<file path="config.mk">
export PLATFORM = sky130hd
export DESIGN_NAME = fetch_pingpong_ctrl
export DESIGN_NICKNAME = d
export VERILOG_FILES = /design/src/rtl/fetch_pp_pkg.sv /design/src/rtl/fetch_line_slot.sv /design/src/rtl/fetch_pingpong_ctrl.sv
export SDC_FILE = /design/constraint.sdc
export NUM_CORES = 1
export LEC_CHECK = 0
export ABC_AREA = 1
export BUFFER_PORTS_ARGS = -buffer_cell sky130_fd_sc_hd__buf_2
export CAP_MARGIN = 0
export CORE_MARGIN = 2
export CORE_UTILIZATION = 35
export CTS_CLUSTER_DIAMETER = 150
export CTS_CLUSTER_SIZE = 14
export DETAILED_ROUTE_END_ITERATION = 6
export GPL_TIMING_DRIVEN = 0
export PLACE_DENSITY = 0.51
export REMOVE_ABC_BUFFERS = 1
export SYNTH_ARGS = -nofsm -noshare
export SYNTH_HDL_FRONTEND = slang
export SYNTH_HIERARCHICAL = 1
export SYNTH_SLANG_ARGS = --single-unit
</file>
<file path="constraint.sdc">
create_clock -name clk -period 10.1 [get_ports clk]
set_clock_uncertainty 0.1 [all_clocks]
set_input_delay 2.02 -clock clk [delete_from_list [all_inputs] [get_ports clk]]
set_output_delay 2.02 -clock clk [all_outputs]
set_load 0.05 [all_outputs]
</file>
<file path="src/rtl/fetch_pp_pkg.sv">
package fetch_pp_pkg;

    typedef enum logic [1:0] {
        FS_IDLE = 2'd0,
        FS_PEN  = 2'd1,
        FS_CHK  = 2'd2
    } fetch_state_e;

endpackage

</file>
<file path="src/rtl/fetch_line_slot.sv">
module fetch_line_slot #(
    parameter int ADDR_W = 32,
    parameter int REQ_W  = 32
) (
    input  logic              clk,
    input  logic              rst_n,
    input  logic              ld,
    input  logic [ADDR_W-1:0] ld_tag,
    input  logic [REQ_W-1:0]  ld_id,
    input  logic              cmpl_valid,
    input  logic [REQ_W-1:0]  cmpl_id,
    output logic              valid,
    output logic [ADDR_W-1:0] tag,
    output logic              pend
);

    typedef struct packed {
        logic              valid;
        logic [ADDR_W-1:0] tag;
        logic              pend;
        logic [REQ_W-1:0]  id;
    } slot_t;

    slot_t s_d, s_q;
    logic  hit_cmpl;

    always_comb begin
        s_d      = s_q;
        hit_cmpl = s_q.pend && cmpl_valid && (cmpl_id == s_q.id);
        if (hit_cmpl) begin
            s_d.pend = 1'b0;
        end
        if (ld) begin
            s_d.valid = 1'b1;
            s_d.tag   = ld_tag;
            s_d.pend  = 1'b1;
            s_d.id    = ld_id;
        end
    end

    always_ff @(posedge clk or negedge rst_n) begin
        if (!rst_n) begin
            s_q <= '0;
        end else begin
            s_q <= s_d;
        end
    end

    assign valid = s_q.valid;
    assign tag   = s_q.tag;
    assign pend  = s_q.pend;

    // a matching completion releases the slot
    p_match_clears_r6: assert property (@(posedge clk) disable iff (!rst_n)
        (pend && cmpl_valid && cmpl_id == s_q.id && !ld) |=> !pend);

    // a non-matching completion leaves it outstanding
    p_other_id_keeps_r6: assert property (@(posedge clk) disable iff (!rst_n)
        (pend && !(cmpl_valid && cmpl_id == s_q.id)) |=> pend);

    // an outstanding load implies a valid tag
    p_pend_has_tag_r11: assert property (@(posedge clk) disable iff (!rst_n)
        pend |-> valid);

endmodule

</file>
<file path="src/rtl/fetch_pingpong_ctrl.sv">
module fetch_pingpong_ctrl #(
    parameter int          ADDR_W      = 32,
    parameter int          REQ_W       = 32,
    parameter int          PEN_W       = 4,
    parameter int          WAIT_W      = 8,
    parameter logic [31:0] REQ_INIT    = 32'h8000_0000,
    parameter bit          DEFAULT_BUF = 1'b0
) (
    input  logic              clk,
    input  logic              rst_n,
    input  logic              ic_enable,
    input  logic              cyc_count_en,
    input  logic              wide_fetch,
    input  logic              fetch_valid,
    input  logic [ADDR_W-1:0] fetch_pc,
    input  logic              first_of_packet,
    input  logic              pen_set,
    input  logic [PEN_W-1:0]  pen_cycles,
    input  logic              cmpl_valid,
    input  logic [REQ_W-1:0]  cmpl_id,
    output logic              dmd_valid,
    output logic [ADDR_W-1:0] dmd_addr,
    output logic              dmd_buf,
    output logic [REQ_W-1:0]  dmd_id,
    output logic              pf_valid,
    output logic [ADDR_W-1:0] pf_addr,
    output logic              pf_buf,
    output logic [REQ_W-1:0]  pf_id,
    output logic              fetch_done,
    output logic [WAIT_W-1:0] fetch_wait,
    output logic              fetch_buf
);
    import fetch_pp_pkg::*;

    localparam int          NBUF     = 2;
    localparam logic [ADDR_W-1:0] STEP_N = ADDR_W'(8);
    localparam logic [ADDR_W-1:0] STEP_W = ADDR_W'(16);
    localparam logic [WAIT_W-1:0] WAIT_MAX = '1;

    typedef struct packed {
        fetch_state_e      state;
        logic [PEN_W-1:0]  pen;
        logic [PEN_W-1:0]  cnt;
        logic              cur;
        logic [WAIT_W-1:0] waitc;
        logic [REQ_W-1:0]  rq;
        logic              dmd_v;
        logic [ADDR_W-1:0] dmd_a;
        logic              dmd_b;
        logic [REQ_W-1:0]  dmd_id;
        logic              pf_v;
        logic [ADDR_W-1:0] pf_a;
        logic              pf_b;
        logic [REQ_W-1:0]  pf_id;
        logic              done;
    } ctrl_t;

    ctrl_t r_d, r_q;

    logic [NBUF-1:0]   slot_valid;
    logic [NBUF-1:0]   slot_pend;
    logic [ADDR_W-1:0] slot_tag [NBUF];
    logic [NBUF-1:0]   slot_ld;
    logic [REQ_W-1:0]  slot_ld_id [NBUF];
    logic [ADDR_W-1:0] slot_ld_tag [NBUF];

    logic              active;
    logic              accept;
    logic              issue;
    logic [ADDR_W-1:0] step;
    logic [ADDR_W-1:0] line;
    logic [ADDR_W-1:0] next_line;
    logic [NBUF-1:0]   hit;
    logic              cur;
    logic              oth;
    logic              need_dmd;
    logic              need_pf;
    logic [REQ_W-1:0]  id_dmd;
    logic [REQ_W-1:0]  id_pf;

    // line selection and buffer choice
    always_comb begin
        active    = ic_enable | cyc_count_en;
        accept    = (r_q.state == FS_IDLE) && fetch_valid;
        issue     = accept && active;
        step      = wide_fetch ? STEP_W : STEP_N;
        line      = fetch_pc & ~(step - ADDR_W'(1));
        next_line = line + step;
        for (int i = 0; i < NBUF; i++) begin
            hit[i] = slot_valid[i] && (slot_tag[i] == line);
        end
        if (hit[0])      cur = 1'b0;
        else if (hit[1]) cur = 1'b1;
        else             cur = DEFAULT_BUF;
        oth      = ~cur;
        need_dmd = !hit[cur];
        need_pf  = !(slot_valid[oth] && (slot_tag[oth] == next_line));
        id_dmd   = r_q.rq;
        id_pf    = r_q.rq + REQ_W'(need_dmd);
    end

    generate
        for (genvar g = 0; g < NBUF; g++) begin : g_slot
            always_comb begin
                if (cur == 1'(g)) begin
                    slot_ld[g]     = issue && need_dmd;
                    slot_ld_tag[g] = line;
                    slot_ld_id[g]  = id_dmd;
                end else begin
                    slot_ld[g]     = issue && need_pf;
                    slot_ld_tag[g] = next_line;
                    slot_ld_id[g]  = id_pf;
                end
            end

            fetch_line_slot #(
                .ADDR_W (ADDR_W),
                .REQ_W  (REQ_W)
            ) u_slot (
                .clk        (clk),
                .rst_n      (rst_n),
                .ld         (slot_ld[g]),
                .ld_tag     (slot_ld_tag[g]),
                .ld_id      (slot_ld_id[g]),
                .cmpl_valid (cmpl_valid),
                .cmpl_id    (cmpl_id),
                .valid      (slot_valid[g]),
                .tag        (slot_tag[g]),
                .pend       (slot_pend[g])
            );
        end
    endgenerate

    // next-state
    always_comb begin
        r_d       = r_q;
        r_d.dmd_v = 1'b0;
        r_d.pf_v  = 1'b0;
        r_d.done  = 1'b0;

        case (r_q.state)
            FS_IDLE: begin
                if (accept) begin
                    r_d.cur   = cur;
                    r_d.waitc = '0;
                    if (issue) begin
                        r_d.dmd_v  = need_dmd;
                        r_d.dmd_a  = line;
                        r_d.dmd_b  = cur;
                        r_d.dmd_id = id_dmd;
                        r_d.pf_v   = need_pf;
                        r_d.pf_a   = next_line;
                        r_d.pf_b   = oth;
                        r_d.pf_id  = id_pf;
                        r_d.rq     = r_q.rq + REQ_W'(need_dmd) + REQ_W'(need_pf);
                    end
                    if (!cyc_count_en) begin
                        r_d.done = 1'b1;
                    end else if (first_of_packet && (r_q.pen != '0)) begin
                        r_d.cnt   = r_q.pen;
                        r_d.pen   = '0;
                        r_d.state = FS_PEN;
                    end else begin
                        r_d.state = FS_CHK;
                    end
                end
            end
            FS_PEN: begin
                if (r_q.cnt <= PEN_W'(1)) r_d.state = FS_CHK;
                else                      r_d.cnt   = r_q.cnt - PEN_W'(1);
            end
            FS_CHK: begin
                if (!slot_pend[r_q.cur]) begin
                    r_d.done  = 1'b1;
                    r_d.state = FS_IDLE;
                end else if (r_q.waitc != WAIT_MAX) begin
                    r_d.waitc = r_q.waitc + WAIT_W'(1);
                end
            end
            default: r_d.state = FS_IDLE;
        endcase

        if (pen_set) begin
            r_d.pen = pen_cycles;
        end
    end

    always_ff @(posedge clk or negedge rst_n) begin
        if (!rst_n) begin
            r_q       <= '0;
            r_q.state <= FS_IDLE;
            r_q.rq    <= REQ_W'(REQ_INIT);
        end else begin
            r_q <= r_d;
        end
    end

    assign dmd_valid  = r_q.dmd_v;
    assign dmd_addr   = r_q.dmd_a;
    assign dmd_buf    = r_q.dmd_b;
    assign dmd_id     = r_q.dmd_id;
    assign pf_valid   = r_q.pf_v;
    assign pf_addr    = r_q.pf_a;
    assign pf_buf     = r_q.pf_b;
    assign pf_id      = r_q.pf_id;
    assign fetch_done = r_q.done;
    assign fetch_wait = r_q.waitc;
    assign fetch_buf  = r_q.cur;

    // request addresses are line aligned
    p_line_aligned_r1: assert property (@(posedge clk) disable iff (!rst_n)
        (dmd_valid |-> dmd_addr[2:0] == 3'b000) and (pf_valid |-> pf_addr[2:0] == 3'b000));

    // demand and prefetch never target the same buffer
    p_bufs_apart_r3: assert property (@(posedge clk) disable iff (!rst_n)
        (dmd_valid && pf_valid) |-> (dmd_buf != pf_buf));

    // the prefetch line follows the current buffer's line by one line
    p_pf_next_line_r4: assert property (@(posedge clk) disable iff (!rst_n)
        pf_valid |-> ((pf_addr - slot_tag[fetch_buf]) == STEP_N ||
                      (pf_addr - slot_tag[fetch_buf]) == STEP_W));

    // paired requests take consecutive numbers
    p_id_step_r5: assert property (@(posedge clk) disable iff (!rst_n)
        (dmd_valid && pf_valid) |-> (pf_id == dmd_id + REQ_W'(1)));

    // an idle-mode fetch issues nothing and completes next cycle
    p_quiet_off_r9: assert property (@(posedge clk) disable iff (!rst_n)
        (accept && !active) |=> (!dmd_valid && !pf_valid && fetch_done && fetch_wait == '0));

    // without counting the fetch completes next cycle
    p_nocount_fast_r10: assert property (@(posedge clk) disable iff (!rst_n)
        (accept && !cyc_count_en) |=> (fetch_done && fetch_wait == '0));

endmodule

</file>
Word level (Yosys, flattened, before mapping)
Index checks and enable logic that the tools add are counted.
- register bits: 316
- bits of input ports: 77
- output and inout bits: 142
- add/sub/neg operators: 6
- $lt $le $gt $ge: 5
- equal/unequal tests: 16
- muxes and demuxes: 41
- bitwise logic cells: 5
- reductions and logical operators: 30
- operators with widths (cell ; number):
    32-bit two-way mux ; 7
    184-bit two-way mux ; 1
    164-bit two-way mux ; 1
    32-bit equality test ; 5
    132-bit two-way mux ; 1
    33-bit two-way mux ; 2
    32-bit by 1-bit adder with 32-bit output ; 2
    32-bit by 5-bit adder with 32-bit output ; 1
    32-bit bitwise AND ; 1
    32-bit inverter ; 1
    8-bit two-way mux ; 3
    8-bit one-hot mux with 2 select lines ; 1
    2-bit nonzero test ; 8
    1-bit two-way mux ; 14
    2-bit != test, second input constant ; 7
    1-bit logical AND ; 12
    4-bit two-way mux ; 3
    4-bit AND reduction ; 3
    10-bit two-way mux ; 1
    8-bit by 1-bit adder with 8-bit output, second input constant ; 1
    8-bit != test, second input constant ; 1
    4-bit one-hot mux with 2 select lines ; 1
    1-bit by 2-bit less-than comparator with 1-bit output, second input constant ; 3
    2-bit two-way mux ; 3
    other kinds (19) ; 20

Logic depth before layout (Yosys ltp)
- word-level depth: 21
- gate-level depth with buffers: 35

Modules after synthesis
Netlist, hierarchy kept.
- by module, submodules not included (module ; times used ; cells each ; area each (um^2) ; seq. area each (um^2)):
    fetch_pingpong_ctrl ; 1 ; 2191 ; 14017.2 ; 4455.5
    fetch_line_slot ; 2 ; 414 ; 3203.1 ; 1651.6

Worst setup path after synthesis
OpenSTA, ideal clock, no wires.
- path type: input port to flip-flop
- from: input fetch_pc[3]
- to: register r_q (netlist bit id_dmd[19])
- setup time: 0.139 ns
- data arrival time: 5.224 ns
- data required time: 9.861 ns
- setup slack: 4.637 ns
- cell stages on the path: 30
- buffers on the path: 0
- cells stage by stage: inv_1 > nor2_4 > fa_1 > nand2_1 > nor2_1 > nand2_1 > nor2_1 > nand2_1 > nor2_1 > nand2_1 > xor2_1 > inv_1 > nand2_1 > a21oi_1 > nand3_1 > nor3_1 > nand2_1 > ha_1 > nand3_1 > nor2_1 > nand2_1 > nor2_1 > nand2_1 > nor2_1 > nand2_1 > inv_1 > nand4_1 > nand3b_1 > nand3_1 > o221ai_1
- cells in the longest elaborated chain, start to end: 14
- RTL lines (what ; line ; source):
    start: declaration ; fetch_pingpong_ctrl.sv:15 ; input logic [ADDR_W-1:0] fetch_pc,
    32-bit bitwise AND (*) ; fetch_pingpong_ctrl.sv:87 ; line = fetch_pc & ~(step - ADDR_W'(1));
    parallel branches: the longest is 12 deep, another holds 32-bit by 1-bit adder with 32-bit output ; -- ;
    32-bit by 1-bit adder with 32-bit output (*) ; fetch_pingpong_ctrl.sv:155 ; r_d.rq = r_q.rq + REQ_W'(need_dmd) + REQ_W'(need_pf);
    end signal: assignment ; fetch_pingpong_ctrl.sv:194 ; r_q <= r_d;
    end: declaration ; fetch_pingpong_ctrl.sv:58 ; ctrl_t r_d, r_q;
Mark *: on every way between the ends. The select of a mux whose other input is x is not followed.
A chain may end at the register's enable or synchronous reset.

Worst setup path in the final report
- from: input fetch_pc[11]
- to: register r_q (netlist bit id_dmd[19])
Same word-level chain as after synthesis.

==> impl_metrics.json <==
{
  "coreArea_mm2": 0.05770,
  "yosysMostFrequentCell": "nand2_1",
  "gp_congestion": 0.9255,
  "finalHoldViolCount": 0,
  "ant_nets": 0,
  "crit_path_max_fanout": 74,
  "wl_per_cell_um": 18.69,
  "setup_ws_ns": 1.831,
  "cp_slowest_cell": "nand3_4",
  "ctsRootBufferMaster": "clkbuf_16",
  "worstSkewPairLatency_ns": 0.62,
  "syn_inst": 3019,
  "slowest_delay_ns": 0.77,
  "ys_top_cells_by_area": "dfrtp_1, nand2_1, o21ai_0",
  "grt_pass1_wl_mm": 106.2,
  "postCtsSetupBuffers": 0,
  "syn_area_per_cell_um2": 6.765,
  "multi_input_area_mm2": 0.009488,
  "htreeDepth": 1,
  "synthesis.area_mm2": 0.02042,
  "hold_slack_ns": 0.3678,
  "postCtsHoldBufs": 0,
  "cts-resized-gates": 0,
  "io_buffers": 209,
  "relSlewSlack_pct": 18.90,
  "outcome": "complete, no violations",
  "crit_top_cell": "nand2_1",
  "grt_pass1_vias": 17731,
  "endpoint_kind": "flip-flop",
  "ys_seq_area_share_pct": 37.99,
  "place_area_mm2": 0.02083,
  "ys_ff_latch": 310,
  "power.leakage_nw": 11.14,
  "drt_iter0_drc": 1308,
  "rsz0062_at_grt": "false",
  "ys_async_sr_fraction_pct": 100.0,
  "dr.pass1.iters": 5,
  "cts.sinks": 310,
  "via_per_inst": 4.867,
  "fmax_ghz": 0.1209,
  "yosys-top-cells-count": "nand2_1, o21ai_0, dfrtp_1",
  "grt_max_degree": 94,
  "fin_crit_sh_pct": 81.88,
  "pwr_density_cell_mw_per_mm2": 263.7,
  "die_w_um": 245.6,
  "drcViolationCount": 0,
  "maxCapViolations": 0,
  "synth.largest_area_cell": "dfrtp_1",
  "cp-start-kind": "input pin",
  "grt_util_all_layers_pct": 23.00,
  "drt_wl_total_mm": 70.12,
  "vias": 18260,
  "worst-setup-path-type": "input pin to flip-flop",
  "hpwlAfterDp_mm": 52.64,
  "synth_cell_types": 57,
  "slew_viol_final": 0,
  "overflow": 0,
  "antenna_found_initial": 5,
  "period_needed_ns": 8.269,
  "required_ns": 10.48,
  "design_area_mm2": 0.02158,
  "numCtsBuffers": 26,
  "setup_violations": 0,
  "vdd_drop_max_mv": 0.1961,
  "ioPinCount": 219,
  "die-area_mm2": 0.06030,
  "cts.clk_slew.worst_paths_ns": 0.07,
  "power_mw": 5.691,
  "hold_class": "flip-flop to flip-flop",
  "regArea_mm2": 0.007759,
  "post-place-ws_ns": 1.185,
  "cts_buffer_depth": 3,
  "synth_edf_count": 0,
  "synth_top_cell_area_share_pct": 37.86,
  "drive_above_1_share_pct": 10.86,
  "die_h_um": 245.6,
  "area_growth_pct": 5.685,
  "cts_tree": "yes",
  "critPathArrivalTime_ns": 8.65,
  "yosys_warnings": 6,
  "fin_nets": 3057,
  "start_util_pct": 35.40,
  "fillers": 6307,
  "synth_top_flop_cell": "dfrtp_1",
  "worst_pin_slew_ns": 1.215,
  "fp-row-count": 88
}
==> cell type report <==
cell class                 instances  share of cell area (%)
inverter                         326                   5.687
clock inverter                     2                  0.2145
sequential                       310                   35.95
antenna                            4                 0.04637
tap                              765                   4.435
multi-input combinational       2083                   43.96
clock buffer                      38                   3.223
timing repair buffer             224                   6.492
==> power breakdown <==
group          switching, mW  internal, mW  total, mW
clock                  0.512         0.479      0.991
sequential             0.355          1.69       2.05
combinational           1.96         0.699       2.65
==> routing by layer <==
layer	track usage [%]	wire length [µm]	vias up
li1	-	-	9119
met4	8.396	2818	0
met5	0	0	-
met1	29.05	30070	8570
met3	3.187	3381	120
met2	39.87	33850	451
==> placed cells by master, fill, tap and decap left out, drive strengths merged, types with 12 or more instances in the layout <==
master,Yosys,routed
nand2,1167,1167
o21ai,332,332
buf,242,224
dfrtp,309,309
conb,1,12
xor2,47,47
clkbuf,69,38
nor3,36,36
nor2,197,197
nand4,60,60
nand3,116,116
or2,12,12
a21oi,12,12
inv,325,325
xnor2,32,32
==> critical path, delay by kind of cell <==
family	cells	cell delay (ns)
AO/OA/AOI/OAI	2	0.21
adder cells (fa/ha/maj)	1	0.28
buffers and inverters	5	1.48
AND/OR/NAND/NOR	24	4.59
==> sequential cells by signal (all words and copies together) (netlist names) <==
name,flops
id_dmd,32
pf_buf,1
dmd_buf,1
dmd_addr,29
fetch_buf,1
r_q,10
g_slot.u_slot/pend,2
dmd_id,32
fetch_wait,8
g_slot.u_slot/valid,2
pf_id,32
g_slot.u_slot/tag,64
pf_valid,1
g_slot.u_slot/s_q,64
pf_addr,29
dmd_valid,1
fetch_done,1
==> cells by family (layout without fill, tap and decap cells) <==
family                   count (synthesis)  after routing  share of synthesized area, %
other                                    1             16                       0.01836
XOR/XNOR                                79             79                         3.425
adder cells (fa/ha/maj)                  9              9                        0.5882
buffers and inverters                  637            590                         15.89
flip-flops                             310            310                         37.99
AND/OR/NAND/NOR                       1607           1607                         32.41
multiplexers                             1              1                       0.05513
AO/OA/AOI/OAI                          375            375                         9.625
==> stage by stage <==
step	utilization (%)	instances	TNS (ns)
after floorplan	-	2719	-2066.97
after global placement	35.44	3693	-4903.57
after detailed placement	36.11	3708	0
after CTS	37.39	3748	0
after global routing	37.40	3750	0
final	37.41	3752	0
==> final timing paths <==
path                                                       from  slack [ns]  cells after the start                                   to
setup / recovery                                   fetch_pc[11]        1.83                     32               id_dmd[19]$_DFFE_PN0P_
hold / removal               g_slot[0].u_slot/valid$_DFFE_PN0P_        0.37                      1   g_slot[0].u_slot/valid$_DFFE_PN0P_
setup reg to reg           g_slot[0].u_slot/tag[19]$_DFFE_PN0P_        3.18                     33               id_dmd[19]$_DFFE_PN0P_
hold reg to reg              g_slot[0].u_slot/valid$_DFFE_PN0P_        0.37                      1   g_slot[0].u_slot/valid$_DFFE_PN0P_
max in group asynchronous                                 rst_n        7.39                      3               id_dmd[18]$_DFFE_PN0P_
min in group asynchronous                                 rst_n        1.30                      1  g_slot[0].u_slot/tag[7]$_DFFE_PN0P_
Power figures use the tool's default switching activity.
